==> src/rtl/udma_wr_pkg.sv <==
package udma_wr_pkg;

    typedef enum logic [2:0] {
        ST_IDLE  = 3'd0,
        ST_REQ   = 3'd1,
        ST_LI    = 3'd2,
        ST_XFER  = 3'd3,
        ST_PAUSE = 3'd4,
        ST_DTERM = 3'd5,
        ST_HTERM = 3'd6
    } burst_st_t;

endpackage

==> src/rtl/udma_in_sync.sv <==
module udma_in_sync #(
    parameter int DW = 16
) (
    input  logic          clk,
    input  logic          rst_n,
    input  logic          hstrobe,
    input  logic [DW-1:0] dd,
    input  logic          dmack_n,
    input  logic          stop,
    output logic          strobe_edge,
    output logic          strobe_fall,
    output logic [DW-1:0] word,
    output logic          dmack_n_s,
    output logic          stop_s
);

    typedef struct packed {
        logic [1:0]    stb;
        logic          stb_prev;
        logic [DW-1:0] d1;
        logic [DW-1:0] d2;
        logic [1:0]    ack;
        logic [1:0]    stp;
    } sync_t;

    sync_t sync_d, sync_q;

    always_comb begin
        sync_d          = sync_q;
        sync_d.stb      = {sync_q.stb[0], hstrobe};
        sync_d.stb_prev = sync_q.stb[1];
        sync_d.d1       = dd;
        sync_d.d2       = sync_q.d1;
        sync_d.ack      = {sync_q.ack[0], dmack_n};
        sync_d.stp      = {sync_q.stp[0], stop};
    end

    always_ff @(posedge clk or negedge rst_n) begin
        if (!rst_n) begin
            sync_q <= '{stb: 2'b11, stb_prev: 1'b1, d1: '0, d2: '0,
                        ack: 2'b11, stp: 2'b11};
        end else begin
            sync_q <= sync_d;
        end
    end

    assign strobe_edge = sync_q.stb[1] ^ sync_q.stb_prev;
    assign strobe_fall = sync_q.stb_prev & ~sync_q.stb[1];
    assign word        = sync_q.d2;
    assign dmack_n_s   = sync_q.ack[1];
    assign stop_s      = sync_q.stp[1];

endmodule

==> src/rtl/udma_skid_fifo.sv <==
module udma_skid_fifo #(
    parameter int DW     = 16,
    parameter int DEPTH  = 8,
    parameter int AF_LVL = 6
) (
    input  logic          clk,
    input  logic          rst_n,
    input  logic          wr_en,
    input  logic [DW-1:0] wr_data,
    input  logic          rd_ready,
    output logic          rd_valid,
    output logic [DW-1:0] rd_data,
    output logic          almost_full,
    output logic          overflow
);

    localparam int AW = (DEPTH > 1) ? $clog2(DEPTH) : 1;
    localparam int CW = $clog2(DEPTH + 1);

    typedef struct packed {
        logic [DEPTH-1:0][DW-1:0] mem;
        logic [AW-1:0]            wp;
        logic [AW-1:0]            rp;
        logic [CW-1:0]            cnt;
        logic                     ovf;
    } fifo_t;

    fifo_t fifo_d, fifo_q;
    logic  full, push, pop;

    function automatic logic [AW-1:0] ptr_inc(input logic [AW-1:0] p);
        return (p == AW'(DEPTH - 1)) ? '0 : p + 1'b1;
    endfunction

    assign full        = (fifo_q.cnt == CW'(DEPTH));
    assign rd_valid    = (fifo_q.cnt != '0);
    assign rd_data     = fifo_q.mem[fifo_q.rp];
    assign almost_full = (fifo_q.cnt >= CW'(AF_LVL));
    assign overflow    = fifo_q.ovf;
    assign push        = wr_en && !full;
    assign pop         = rd_valid && rd_ready;

    always_comb begin
        fifo_d = fifo_q;
        if (wr_en && full) begin
            fifo_d.ovf = 1'b1;
        end
        if (push) begin
            fifo_d.mem[fifo_q.wp] = wr_data;
            fifo_d.wp             = ptr_inc(fifo_q.wp);
        end
        if (pop) begin
            fifo_d.rp = ptr_inc(fifo_q.rp);
        end
        case ({push, pop})
            2'b10:   fifo_d.cnt = fifo_q.cnt + 1'b1;
            2'b01:   fifo_d.cnt = fifo_q.cnt - 1'b1;
            default: fifo_d.cnt = fifo_q.cnt;
        endcase
    end

    always_ff @(posedge clk or negedge rst_n) begin
        if (!rst_n) begin
            fifo_q <= '0;
        end else begin
            fifo_q <= fifo_d;
        end
    end

    // occupancy never exceeds the storage depth
    a_r8_count_bound: assert property (@(posedge clk) disable iff (!rst_n)
        fifo_q.cnt <= CW'(DEPTH));

    // the overflow flag is sticky
    a_r8_ovf_sticky: assert property (@(posedge clk) disable iff (!rst_n)
        overflow |=> overflow);

    // a write into a full buffer with no read leaves it full
    a_r8_full_drop: assert property (@(posedge clk) disable iff (!rst_n)
        (full && wr_en && !rd_ready) |=> (fifo_q.cnt == CW'(DEPTH)));

    // a stalled output word is held
    a_r4_out_hold: assert property (@(posedge clk) disable iff (!rst_n)
        (rd_valid && !rd_ready) |=> (rd_valid && $stable(rd_data)));

endmodule

==> src/rtl/udma_burst_ctrl.sv <==
module udma_burst_ctrl
    import udma_wr_pkg::*;
#(
    parameter int RDY_DLY = 2,
    parameter int T_RP    = 40
) (
    input  logic clk,
    input  logic rst_n,
    input  logic burst_en,
    input  logic dmack_n_s,
    input  logic stop_s,
    input  logic strobe_edge,
    input  logic strobe_fall,
    input  logic almost_full,
    output logic dmarq,
    output logic ddmardy_n,
    output logic capture
);

    localparam int MAXC = (RDY_DLY > T_RP) ? RDY_DLY : T_RP;
    localparam int CNTW = $clog2(MAXC + 1);

    typedef struct packed {
        burst_st_t       state;
        logic [CNTW-1:0] cnt;
        logic            first_neg;
        logic            rq;
        logic            rdy_n;
    } ctrl_t;

    ctrl_t ctrl_d, ctrl_q;
    logic  in_data_phase;

    assign in_data_phase = (ctrl_q.state == ST_XFER)  || (ctrl_q.state == ST_PAUSE) ||
                           (ctrl_q.state == ST_DTERM) || (ctrl_q.state == ST_HTERM);
    assign capture       = strobe_edge && in_data_phase && !dmack_n_s;

    always_comb begin
        ctrl_d = ctrl_q;
        if (strobe_fall && (ctrl_q.state == ST_XFER) && !dmack_n_s) begin
            ctrl_d.first_neg = 1'b1;
        end
        case (ctrl_q.state)
            ST_IDLE: begin
                ctrl_d.rq        = 1'b0;
                ctrl_d.rdy_n     = 1'b1;
                ctrl_d.first_neg = 1'b0;
                if (burst_en) begin
                    ctrl_d.state = ST_REQ;
                    ctrl_d.rq    = 1'b1;
                end
            end
            ST_REQ: begin
                if (!dmack_n_s && !stop_s) begin
                    ctrl_d.state = ST_LI;
                    ctrl_d.cnt   = '0;
                end
            end
            ST_LI: begin
                if (ctrl_q.cnt == CNTW'(RDY_DLY - 1)) begin
                    ctrl_d.state = ST_XFER;
                    ctrl_d.rdy_n = 1'b0;
                end else begin
                    ctrl_d.cnt = ctrl_q.cnt + 1'b1;
                end
            end
            ST_XFER: begin
                if (ctrl_q.first_neg && stop_s) begin
                    ctrl_d.state = ST_HTERM;
                    ctrl_d.rq    = 1'b0;
                    ctrl_d.rdy_n = 1'b1;
                end else if (ctrl_q.first_neg && almost_full) begin
                    ctrl_d.state = ST_PAUSE;
                    ctrl_d.rdy_n = 1'b1;
                    ctrl_d.cnt   = '0;
                end
            end
            ST_PAUSE: begin
                if (stop_s) begin
                    ctrl_d.state = ST_HTERM;
                    ctrl_d.rq    = 1'b0;
                end else if (!almost_full) begin
                    ctrl_d.state = ST_XFER;
                    ctrl_d.rdy_n = 1'b0;
                end else if (ctrl_q.cnt == CNTW'(T_RP - 1)) begin
                    ctrl_d.state = ST_DTERM;
                    ctrl_d.rq    = 1'b0;
                end else begin
                    ctrl_d.cnt = ctrl_q.cnt + 1'b1;
                end
            end
            default: begin
                ctrl_d.rq    = 1'b0;
                ctrl_d.rdy_n = 1'b1;
            end
        endcase
        if (dmack_n_s && (ctrl_q.state != ST_IDLE) && (ctrl_q.state != ST_REQ)) begin
            ctrl_d.state = ST_IDLE;
            ctrl_d.rq    = 1'b0;
            ctrl_d.rdy_n = 1'b1;
        end
    end

    always_ff @(posedge clk or negedge rst_n) begin
        if (!rst_n) begin
            ctrl_q <= '{state: ST_IDLE, cnt: '0, first_neg: 1'b0, rq: 1'b0, rdy_n: 1'b1};
        end else begin
            ctrl_q <= ctrl_d;
        end
    end

    assign dmarq     = ctrl_q.rq;
    assign ddmardy_n = ctrl_q.rdy_n;

    // handshake held until the first strobe negation
    a_r3_hold_until_neg: assert property (@(posedge clk) disable iff (!rst_n)
        (!ctrl_q.first_neg && dmarq && !ddmardy_n && !dmack_n_s) |=> (dmarq && !ddmardy_n));

    // no pause before a word has moved
    a_r5_no_early_pause: assert property (@(posedge clk) disable iff (!rst_n)
        (ctrl_q.state == ST_XFER && !ctrl_q.first_neg) |=> (ctrl_q.state != ST_PAUSE));

    // device termination drops ready before request
    a_r7_rdy_before_rq: assert property (@(posedge clk) disable iff (!rst_n)
        ($fell(dmarq) && $past(ctrl_q.state == ST_PAUSE)) |-> $past(ddmardy_n));

    // host stop after the first negation ends the handshake
    a_r9_host_stop: assert property (@(posedge clk) disable iff (!rst_n)
        (stop_s && ctrl_q.first_neg && !dmack_n_s &&
         (ctrl_q.state == ST_XFER || ctrl_q.state == ST_PAUSE)) |=> (!dmarq && ddmardy_n));

    // acknowledge release returns to idle
    a_r10_ack_release: assert property (@(posedge clk) disable iff (!rst_n)
        (dmack_n_s && in_data_phase) |=> (!dmarq && ddmardy_n));

endmodule

==> src/rtl/udma_wr_rx.sv <==
module udma_wr_rx #(
    parameter int DW      = 16,
    parameter int DEPTH   = 8,
    parameter int AF_LVL  = 6,
    parameter int RDY_DLY = 2,
    parameter int T_RP    = 40
) (
    input  logic          clk,
    input  logic          rst_n,
    input  logic          burst_en,
    input  logic          dmack_n,
    input  logic          stop,
    input  logic          hstrobe,
    input  logic [DW-1:0] dd,
    output logic          dmarq,
    output logic          ddmardy_n,
    output logic [DW-1:0] rx_data,
    output logic          rx_valid,
    input  logic          rx_ready,
    output logic          rx_overflow
);

    logic          strobe_edge, strobe_fall, dmack_n_s, stop_s;
    logic          almost_full, capture;
    logic [DW-1:0] word;

    udma_in_sync #(.DW(DW)) u_sync (
        .clk         (clk),
        .rst_n       (rst_n),
        .hstrobe     (hstrobe),
        .dd          (dd),
        .dmack_n     (dmack_n),
        .stop        (stop),
        .strobe_edge (strobe_edge),
        .strobe_fall (strobe_fall),
        .word        (word),
        .dmack_n_s   (dmack_n_s),
        .stop_s      (stop_s)
    );

    udma_burst_ctrl #(.RDY_DLY(RDY_DLY), .T_RP(T_RP)) u_ctrl (
        .clk         (clk),
        .rst_n       (rst_n),
        .burst_en    (burst_en),
        .dmack_n_s   (dmack_n_s),
        .stop_s      (stop_s),
        .strobe_edge (strobe_edge),
        .strobe_fall (strobe_fall),
        .almost_full (almost_full),
        .dmarq       (dmarq),
        .ddmardy_n   (ddmardy_n),
        .capture     (capture)
    );

    udma_skid_fifo #(.DW(DW), .DEPTH(DEPTH), .AF_LVL(AF_LVL)) u_fifo (
        .clk         (clk),
        .rst_n       (rst_n),
        .wr_en       (capture),
        .wr_data     (word),
        .rd_ready    (rx_ready),
        .rd_valid    (rx_valid),
        .rd_data     (rx_data),
        .almost_full (almost_full),
        .overflow    (rx_overflow)
    );

endmodule

==> config.mk <==
export PLATFORM = sky130hd
export DESIGN_NAME = udma_wr_rx
export DESIGN_NICKNAME = d
export VERILOG_FILES = /design/src/rtl/udma_wr_pkg.sv /design/src/rtl/udma_in_sync.sv /design/src/rtl/udma_skid_fifo.sv /design/src/rtl/udma_burst_ctrl.sv /design/src/rtl/udma_wr_rx.sv
export SDC_FILE = /design/constraint.sdc
export NUM_CORES = 1
export LEC_CHECK = 0
export BUFFER_PORTS_ARGS = -buffer_cell sky130_fd_sc_hd__buf_2
export CAP_MARGIN = 0
export CORE_ASPECT_RATIO = 1.4
export CORE_MARGIN = 2
export CORE_UTILIZATION = 35
export DETAILED_ROUTE_END_ITERATION = 8
export PLACE_DENSITY_LB_ADDON = 0.15
export SLEW_MARGIN = 20
export SYNTH_ARGS = -nofsm -noshare
export SYNTH_HDL_FRONTEND = slang
export SYNTH_HIERARCHICAL = 1
export SYNTH_SLANG_ARGS = --single-unit
==> constraint.sdc <==
create_clock -name clk -period 10.09 [get_ports clk]
set_input_delay 2.018 -clock clk [delete_from_list [all_inputs] [get_ports clk]]
set_output_delay 2.018 -clock clk [all_outputs]
set_load 0.03 [all_outputs]
==> results list <==
- Average cell area after synthesis: 15.1 µm²
* TritonRoute pass-1 iters: 4
- Port buffering added 42 buffers.
- EDFF count, synth: 0
- CP Buf/Inv Count: 2
- Post-route antenna net violation count: 0
* Slew at the pin closest to its max-slew limit: between 0.9 and 1 ns
- The biggest area contributor in the post-synthesis netlist is dfrtp_1.
- The internal portion of the total power is 1.88 mW.
- The clock network is responsible for 22.4% of the overall power.
* Share of power burned in registers: 43.9%
* Total power of the final layout: around 2.8 mW
* Final max-slew violation count: 0
- Most frequent cells in the layout: dfrtp_1 (179), mux2_2 (147), buf_2 (41)
* Number of standard cells after synthesis: ~580
* Area of the mapped netlist: slightly below 9000 µm²
- In this run switching power makes up 34.1% of total power.
- Clock latency reported for the late side of the worst-skew pair: roughly 0.43 ns
- Root Buffer: clkbuf_16
- The share of synthesized area in the top cell type comes to a little over half.
* Outcome: finished clean
* Area of the die: 26100 µm²
- Flops & latches, synth: 190
- For this design, the sink count on the clock tree is 190.
* Yosys synthesis warning count: 6
- Global routing used between 10% and 20% of the available tracks across all layers.
- Post-detailed-route DRC marker count: 0
- Clock Pin Slew Worst Setup and Hold Paths: ~0.07 ns
- Placer's final routability congestion estimate: ~0.77
- Startpoint type of the worst setup path: register
- Once layout is complete, the cells apart from fillers number 923.
- Hold-fix buffers, CTS: 0
* Synthesis-to-finish area growth: 10.1%
* Leading cell types by total area after synthesis: dfrtp_1 (52%), mux2_2 (19%), mux4_2 (8.3%)
- Max-slew headroom: 34.4%
* H-tree Lvls: 4
- X dimension of the die: about 140 µm
* Half-perimeter wire length of the detailed placement result: roughly 11 mm
* Total instance count after detailed placement: about 900
- STA classifies the critical path endpoint as an output pin.
* Time the worst path needs with I/O delays and setup: between 4 and 5 ns
- Total number of vias: between 4000 and 5000
- Summed over all nets, the switching power comes to between 0.9 and 1 mW.
- Data on the critical path is required at its endpoint by 8.07 ns.
* Max-capacitance violation count: 0
- After floorplanning, the core was divided into around 70 placement rows.
- Final hold violation count: 0
- Largest delay contributor family on the critical path: multiplexers
- Critical path type: register to output pin
- The core region is 24500 µm².
- Longest Clk Path Bufs: 2
* Wire length of the first global-routing pass: ~30 mm
- The library cell used most frequently in the layout, excluding fill and tap cells, is dfrtp_1.
* Yosys cell types: 63
- Part of the cycle the worst path needs: 46.4%
- The signal on the critical path passes through buf_4 > mux4_2 > mux2_2 > buf_2.
* Via count of the first global-routing pass: 5295
* Crit-path max FO: 23
- Final layout net count: between 600 and 700
- Per-cell routed wire length: ~19 µm
- After detailed routing, the total wire length is ~18 mm.
* Fraction of power consumed by combinational cells: 33.7%
- Unrepaired setup endpoints after global routing: false
- Post-synth top flop: dfrtp_1
- Counting the fill cells in the layout gives around 2300.
- TritonCTS built the clock tree.
* Vias/cell: just over 5
- Slowest stage cell on the critical path: dfrtp_2
- Counting flops with an async set or reset pin after synthesis yields a share of 100%.
- For this run the aggregate overflow at the end of global routing stands at 0.
* Kind of path behind the tightest hold check: register to register
* CTS Buf Count: 17
- In the final timing run, aggregate negative setup slack is 0 ns.
- Biggest cell delay along the critical path: approximately 0.67 ns
- The post-route netlist has approximately 48% of its cells at a drive strength greater than 1.
- Count of pins on the block boundary: 43
* Chip Height: about 190 µm
* Arrival time at the worst endpoint: around 2.7 ns
- 0 antenna diodes ended up in the layout.
- The initial utilization of the core area, before any placement, comes to 35.5%.
- Setup violations remaining at the end of the flow were counted as 0.
- Clock skew on the completed layout was measured at roughly 0.0071 ns.
- IR analysis of the VDD net gives a maximum drop of ~0.00012 V.
- After the first detailed-routing iteration, the DRC count stood at approximately 260.
* Post-CTS Setup Repair Bufs: 0
* Pwr per Cell Area: roughly 300 nW/µm²
- Entering global routing, the biggest net connects 121 pins.
* Portion of the post-synthesis area used by sequential elements: a little over half
* Leakage power summed over all cells: 4.38 nW
- Net Count, Synth: between 600 and 700
- The initial antenna violation count came to 0.
* Highest clock rate: roughly 0.21 GHz
- Post-CTS resize count: 0
## flip-flops by register name (all words and copies together), names as in the netlist
signal	count
u_ctrl/ctrl_q	10
u_ctrl/ddmardy_n	1
u_ctrl/dmarq	1
u_fifo/fifo_q	138
u_fifo/overflow	1
u_sync/dmack_n_s	1
u_sync/stop_s	1
u_sync/sync_d	20
u_sync/sync_q	1
u_sync/word	16
## through the flow
step	setup WS, ns	util (%)	cell area [µm²]	hold slack (ns)
after global placement	5.81	36.8	9010	0.332
after global routing	5.23	39.1	9570	0.355
after CTS	5.29	39.0	9560	0.350
after detailed placement	5.77	36.8	9010	0.335
after floorplan	6.26	-	8690	0.331
final	5.40	39.1	9570	0.348
## layer usage
metal  vias up  GRT usage, %  part of all wire, %
met3        12          2.76                  2.4
met5         -             0                    0
li1       2142             -                    -
met2        64          26.8                   53
met4         0          4.76                  1.2
met1      2581          18.2                   43
## final cells by class
| class | instances | area, µm² | area share, % |
|---|---|---|---|
| multi-input combinational | 329 | 3560 | 37.2 |
| sequential | 190 | 4770 | 49.8 |
| timing repair buffer | 48 | 264 | 2.76 |
| clock inverter | 12 | 93.8 | 0.980 |
| inverter | 9 | 33.8 | 0.353 |
| tap | 315 | 394 | 4.12 |
| clock buffer | 20 | 457 | 4.77 |
## cell families (layout without fill, tap and decap cells)
family / after synthesis / count (layout) / share of synthesized area (%)
compound gates: 43 / 43 / 3.48
xor+xnor: 4 / 4 / 0.403
fa+ha+maj: 11 / 11 / 1.67
buf+inv: 56 / 89 / 4.29
flops: 190 / 190 / 54.8
mux: 187 / 187 / 28.3
simple gates: 84 / 84 / 7.01
## power by group through the flow
stage / Sequential (mW) / Combinational (mW) / Clock [mW]
final: 1.25 / 0.960 / 0.638
after global routing: 1.29 / 1.05 / 0.698
after CTS: 1.25 / 0.980 / 0.661
after detailed placement: 1.26 / 0.978 / 0
after global placement: 1.25 / 0.945 / 0
after floorplan: 1.12 / 0.880 / 0
## cell usage after synthesis, drive strengths merged, types with 2 or more instances
cell type  count
xnor2          2
and3           3
nor2b          3
mux2i          3
nor4b          3
a31oi          2
or4            3
a31o           2
clkbuf        15
nand4          5
nand4b         2
buf           32
nor3b          6
nand2b         5
o31ai          5
dfrtp        182
nor3           8
nor4           2
o41ai          4
a21o           5
nor2          16
o21ai          9
ha            10
nand2         12
inv            9
mux4          32
mux2         152
dfstp          8
o211ai         2
and2           2
nand3          5
xor2           2
or4b           3
or2            2
a21oi          8
## final timing paths
kind,startpoint,slack (ns),end,depth (start not counted)
max,u_fifo/fifo_q[5],5.40,rx_data[11],4
min,u_sync/sync_d[9],0.35,u_sync/word[5],0
max reg2reg,u_ctrl/ctrl_q[10],6.25,u_fifo/fifo_q[4],9
min reg2reg,u_sync/sync_d[9],0.35,u_sync/word[5],0
max in group asynchronous,rst_n,6.82,u_fifo/fifo_q[5],2
min in group asynchronous,rst_n,1.70,u_sync/word[15],1
## worst reg2reg max path: cells and delay by family, from the launching register on
family / cells / cell delay [ns]
and+or+nand+nor: 4 / 1.83
adders and majority gates: 2 / 0.79
DFF: 1 / 0.66
AOI/OAI and AO/OA: 2 / 0.26
xor gates and xnor gates: 1 / 0.19
No activity file was read; power rests on OpenSTA's default activity.
